===== config.mk =====
export PLATFORM = sky130hd
export DESIGN_NAME = gdt_bridge
export DESIGN_NICKNAME = d
export VERILOG_FILES = /design/src/rtl/gdt_pkg.sv /design/src/rtl/gdt_decode.sv /design/src/rtl/gdt_dead_timer.sv /design/src/rtl/gdt_leg.sv /design/src/rtl/gdt_bridge.sv
export SDC_FILE = /design/constraint.sdc
export NUM_CORES = 1
export LEC_CHECK = 0
export ABC_AREA = 1
export CAP_MARGIN = 40
export CORE_UTILIZATION = 25
export DETAILED_ROUTE_END_ITERATION = 12
export HOLD_SLACK_MARGIN = 0.15
export PLACE_DENSITY = 0.59
export SLEW_MARGIN = 20
export SYNTH_ARGS = -nofsm -noshare
export SYNTH_HDL_FRONTEND = slang
export SYNTH_SLANG_ARGS = --single-unit

===== constraint.sdc =====
create_clock -name clk -period 1.2 [get_ports clk]
set_input_delay 0.24 -clock clk [delete_from_list [all_inputs] [get_ports clk]]
set_output_delay 0.24 -clock clk [all_outputs]
set_load 0.02 [all_outputs]

===== src/rtl/gdt_pkg.sv =====
package gdt_pkg;
  typedef enum logic [1:0] {
    LEG_IDLE  = 2'b00,
    LEG_UPPER = 2'b01,
    LEG_LOWER = 2'b10,
    LEG_CLASH = 2'b11
  } leg_req_e;

  // Active-low commands in, decoded request out.
  function automatic leg_req_e decode_req(input logic hi_n, input logic lo_n);
    leg_req_e r;
    unique case ({~lo_n, ~hi_n})
      2'b01:   r = LEG_UPPER;
      2'b10:   r = LEG_LOWER;
      2'b11:   r = LEG_CLASH;
      default: r = LEG_IDLE;
    endcase
    return r;
  endfunction
endpackage


===== src/rtl/gdt_decode.sv =====
module gdt_decode
  import gdt_pkg::*;
(
  input  logic hi_n,
  input  logic lo_n,
  output logic want_hi,
  output logic want_lo
);
  leg_req_e req;

  always_comb begin
    req     = decode_req(hi_n, lo_n);
    want_hi = (req == LEG_UPPER);
    want_lo = (req == LEG_LOWER);
  end
endmodule


===== src/rtl/gdt_dead_timer.sv =====
module gdt_dead_timer #(
  parameter int DT_CYC = 4
) (
  input  logic clk,
  input  logic rst,
  input  logic off_evt,
  output logic ready
);
  localparam int CW = (DT_CYC > 1) ? $clog2(DT_CYC) : 1;
  localparam logic [CW-1:0] LOAD = CW'(DT_CYC - 1);

  logic [CW-1:0] cnt;

  always_ff @(posedge clk) begin
    if (rst) begin
      cnt <= LOAD;
    end else if (off_evt) begin
      cnt <= LOAD;
    end else if (cnt != '0) begin
      cnt <= cnt - 1'b1;
    end
  end

  assign ready = (cnt == '0);
endmodule


===== src/rtl/gdt_leg.sv =====
module gdt_leg #(
  parameter int DT_CYC = 4
) (
  input  logic clk,
  input  logic rst,
  input  logic hi_n,
  input  logic lo_n,
  input  logic en_hi,
  input  logic en_lo,
  output logic gate_hi,
  output logic gate_lo
);
  logic want_hi, want_lo;
  logic on_hi, on_lo;
  logic nxt_hi, nxt_lo;
  logic off_evt, ready;

  gdt_decode u_dec (
    .hi_n    (hi_n),
    .lo_n    (lo_n),
    .want_hi (want_hi),
    .want_lo (want_lo)
  );

  // A side may stay on, or start only when the opposite side is off
  // and the deadtime has run out.
  always_comb begin
    nxt_hi  = want_hi & en_hi & (on_hi | (~on_lo & ready));
    nxt_lo  = want_lo & en_lo & (on_lo | (~on_hi & ready));
    off_evt = (on_hi & ~nxt_hi) | (on_lo & ~nxt_lo);
  end

  gdt_dead_timer #(.DT_CYC(DT_CYC)) u_tmr (
    .clk     (clk),
    .rst     (rst),
    .off_evt (off_evt),
    .ready   (ready)
  );

  always_ff @(posedge clk) begin
    if (rst) begin
      on_hi <= 1'b0;
      on_lo <= 1'b0;
    end else begin
      on_hi <= nxt_hi;
      on_lo <= nxt_lo;
    end
  end

  // Protection mask applied last, takes effect within the cycle.
  assign gate_hi = on_hi & en_hi;
  assign gate_lo = on_lo & en_lo;
endmodule


===== src/rtl/gdt_bridge.sv =====
module gdt_bridge #(
  parameter int NPH    = 3,
  parameter int DT_CYC = 4
) (
  input  logic           clk,
  input  logic           rst,
  input  logic [NPH-1:0] cmd_hi_n,
  input  logic [NPH-1:0] cmd_lo_n,
  input  logic [NPH-1:0] en_hi,
  input  logic [NPH-1:0] en_lo,
  output logic [NPH-1:0] gate_hi,
  output logic [NPH-1:0] gate_lo
);
  for (genvar p = 0; p < NPH; p++) begin : g_leg
    gdt_leg #(.DT_CYC(DT_CYC)) u_leg (
      .clk     (clk),
      .rst     (rst),
      .hi_n    (cmd_hi_n[p]),
      .lo_n    (cmd_lo_n[p]),
      .en_hi   (en_hi[p]),
      .en_lo   (en_lo[p]),
      .gate_hi (gate_hi[p]),
      .gate_lo (gate_lo[p])
    );
  end
endmodule


==> results_dict.tcl <==
set metrics [dict create \
    crit_fanout 2 \
    ys_seq_elements 12 \
    ys_seq_area_share_pct 36.16 \
    drv_slew 0 \
    ir_worst_vdd_v 0.0004485 \
    grt_pass1_vias 654 \
    drt_iter0_drc 6 \
    dp_hpwl_um 1117 \
    synth.cell_area_um2 664.4 \
    finalInstanceArea_um2 950.9 \
    grt_max_degree 8 \
    synth_commonest_cells "nand2_1, inv_1, nor2_1, dfxtp_1" \
    instances_no_fill 157 \
    dp.cells 153 \
    syn_to_final_growth_pct 43.13 \
    setup_viol 0 \
    cts-root-buf "clkbuf_4" \
    syn_inst 102 \
    numCtsBuffers 3 \
    p_leak_nw 0.5655 \
    synth_ff_type "dfxtp_1" \
    rsz0062_at_grt "no" \
    criticalPathCategory "reg -> out" \
    route.detailed.drc 0 \
    cts.path.max_buffers 2 \
    wl_per_cell_um 8.580 \
    synth_top_area_share_pct 36.16 \
    totalWireLength_um 1347 \
    hold_buffers 0 \
    critPathCaptureType "primary output" \
    skew_ps 4.733 \
    startpoint_type "flip-flop" \
    ioPinCount 20 \
    cap_viol_max_count 0 \
    start_util_pct 26.58 \
    grtUsageTotal_pct 11.24 \
    syn-num-nets 119 \
    yosysWarningCount 0 \
    synth_largest_area_cell "dfxtp_1" \
    drtAntennaViolNets 0 \
    numPortBuffers 19 \
    core_area_mm2 0.002500 \
    grt_pass1_wl_um 2359 \
    drt-vias-per-instance 4.166 \
    synthTopCellsByArea "dfxtp_1, nand2_1, inv_1" \
    antenna_found_initial 0 \
    synth_most_common_cell "nand2_1" \
    worst_slew_pin_slew_ps 192.4 \
    cts_sinks 12 \
    worstPathRequired_ps 960 \
    vias 654 \
    netlist-cell-type-count 11 \
    min_path_type "in -> reg" \
    maxSlewHeadroom_pct 87.16 \
    clock_latency_ps 270 \
    synth_edf_count 0 \
    place.gp.congestion 0.7286 \
    antenna_cells 0 \
    firstDrtPassIters 4 \
    post-place-ws_ps -460.8 \
    period_minus_slack_ps 1096 \
    clkTransAtPathRegs_ps 80 \
    htree_levels 1 \
    rows 18 \
    placed_area_um2 907.1 \
    fmax_mhz 912.1 \
    dieHeight_um 53.55 \
    utilization_pct 38.04 \
    fillCellCount 267 \
    fp.dieW_um 53.55 \
    finalNetCount 145 \
    dieArea_mm2 0.002868 \
    drive_gt1_share_pct 17.32 \
    async_flop_share_pct 0 \
    gr-total-overflow 0 \
    hold_viol 0 \
    min_period_over_period_pct 91.36 \
    cts_tree "yes" \
    p_per_area_mw_per_mm2 1043 \
    critical_path_arrival_ps 860 \
    layout_setup_ws_ps 103.7 \
    total_power_w 0.0009915 \
    status "finished, final reports clean" \
    syn_avg_cell_area_um2 6.514 \
]
[per-stage QoR]
step,TNS (ps),hold WS (ps)
floorplan,0,319.3
global route,0,316.8
global placement,-2635,496.5
detailed placement,-2692,504.0
finish,0,288.5
CTS,0,443.3
[path summary, 6_finish.rpt]
kind                                    start                           to  slack [ps]  depth (start not counted)
setup reg to reg  g_leg[2].u_leg.u_tmr.cnt[0]  g_leg[2].u_leg.u_tmr.cnt[0]         140                          6
hold reg to reg   g_leg[2].u_leg.u_tmr.cnt[0]  g_leg[2].u_leg.u_tmr.cnt[0]         520                          3
setup / recovery         g_leg[1].u_leg.on_hi                   gate_hi[1]         100                          3
hold / removal                       en_lo[2]         g_leg[2].u_leg.on_lo         290                          3
[cell usage in the layout (no fill, tap or decap)]
master,Yosys,final
buf_4,6,11
buf_6,0,3
clkbuf_4,0,3
clkbuf_8,0,1
clkdlybuf4s50_1,0,7
dfxtp_1,12,12
dlygate4sd2_1,0,1
dlymetal6s2s_1,0,5
ha_1,3,3
inv_1,19,17
inv_2,2,4
nand2_1,26,26
nand3_1,3,3
nand3b_1,3,3
nand4_1,6,6
nor2_1,16,16
nor3_1,6,6
[report_power, final]
part / total (W) / internal (W) / switching, W
sequential: 0.000449 / 0.000435 / 0.0000142
clock: 0.000316 / 0.000184 / 0.000132
combinational: 0.000226 / 0.000111 / 0.000114
[flip-flops by register name (all words and copies together), names as in the netlist]
signal                 cells
g_leg.u_leg.on_lo          3
g_leg.u_leg.u_tmr.cnt      6
g_leg.u_leg.on_hi          3
[worst max-delay path, stage by stage, from the launching register on]
cell	delay, ps
dfxtp_1	350
nand2_1	60
inv_1	50
buf_4	130
[layout make-up]
| class | instances | area [um^2] | area share [%] |
|---|---|---|---|
| clock buffers | 4 | 36.28 | 3.816 |
| inverters | 21 | 78.83 | 8.289 |
| multi-input cells | 63 | 300.3 | 31.58 |
| flip-flops and latches | 12 | 240.2 | 25.26 |
| repair buffers | 27 | 257.7 | 27.11 |
| well taps | 30 | 37.54 | 3.947 |
[what timing repair did]
item,in CTS,in global routing
hold endpoints to repair,0,0
setup buffers,0,0
gates resized for setup,30,11
setup endpoints to repair,6,5
gates cloned,0,0
[metal layers]
metal	part of all wire (%)	global-route usage, %	vias to the layer above
li1	-	-	356
met1	46	11.54	280
met2	46	21.04	16
met3	6.5	1.977	2
met4	1.4	6.579	0
met5	0	0	-
[kinds of logic (layout without fill, tap and decap cells)]
kind of cell	count (synthesis)	count (layout)	share of synthesized area [%]
buffers and inverters	27	52	18.64
adder cells (fa/ha/maj)	3	3	5.650
flip-flops	12	12	36.16
AND/OR/NAND/NOR	60	60	39.55
Note: power is estimated with default switching activity, not from simulation.
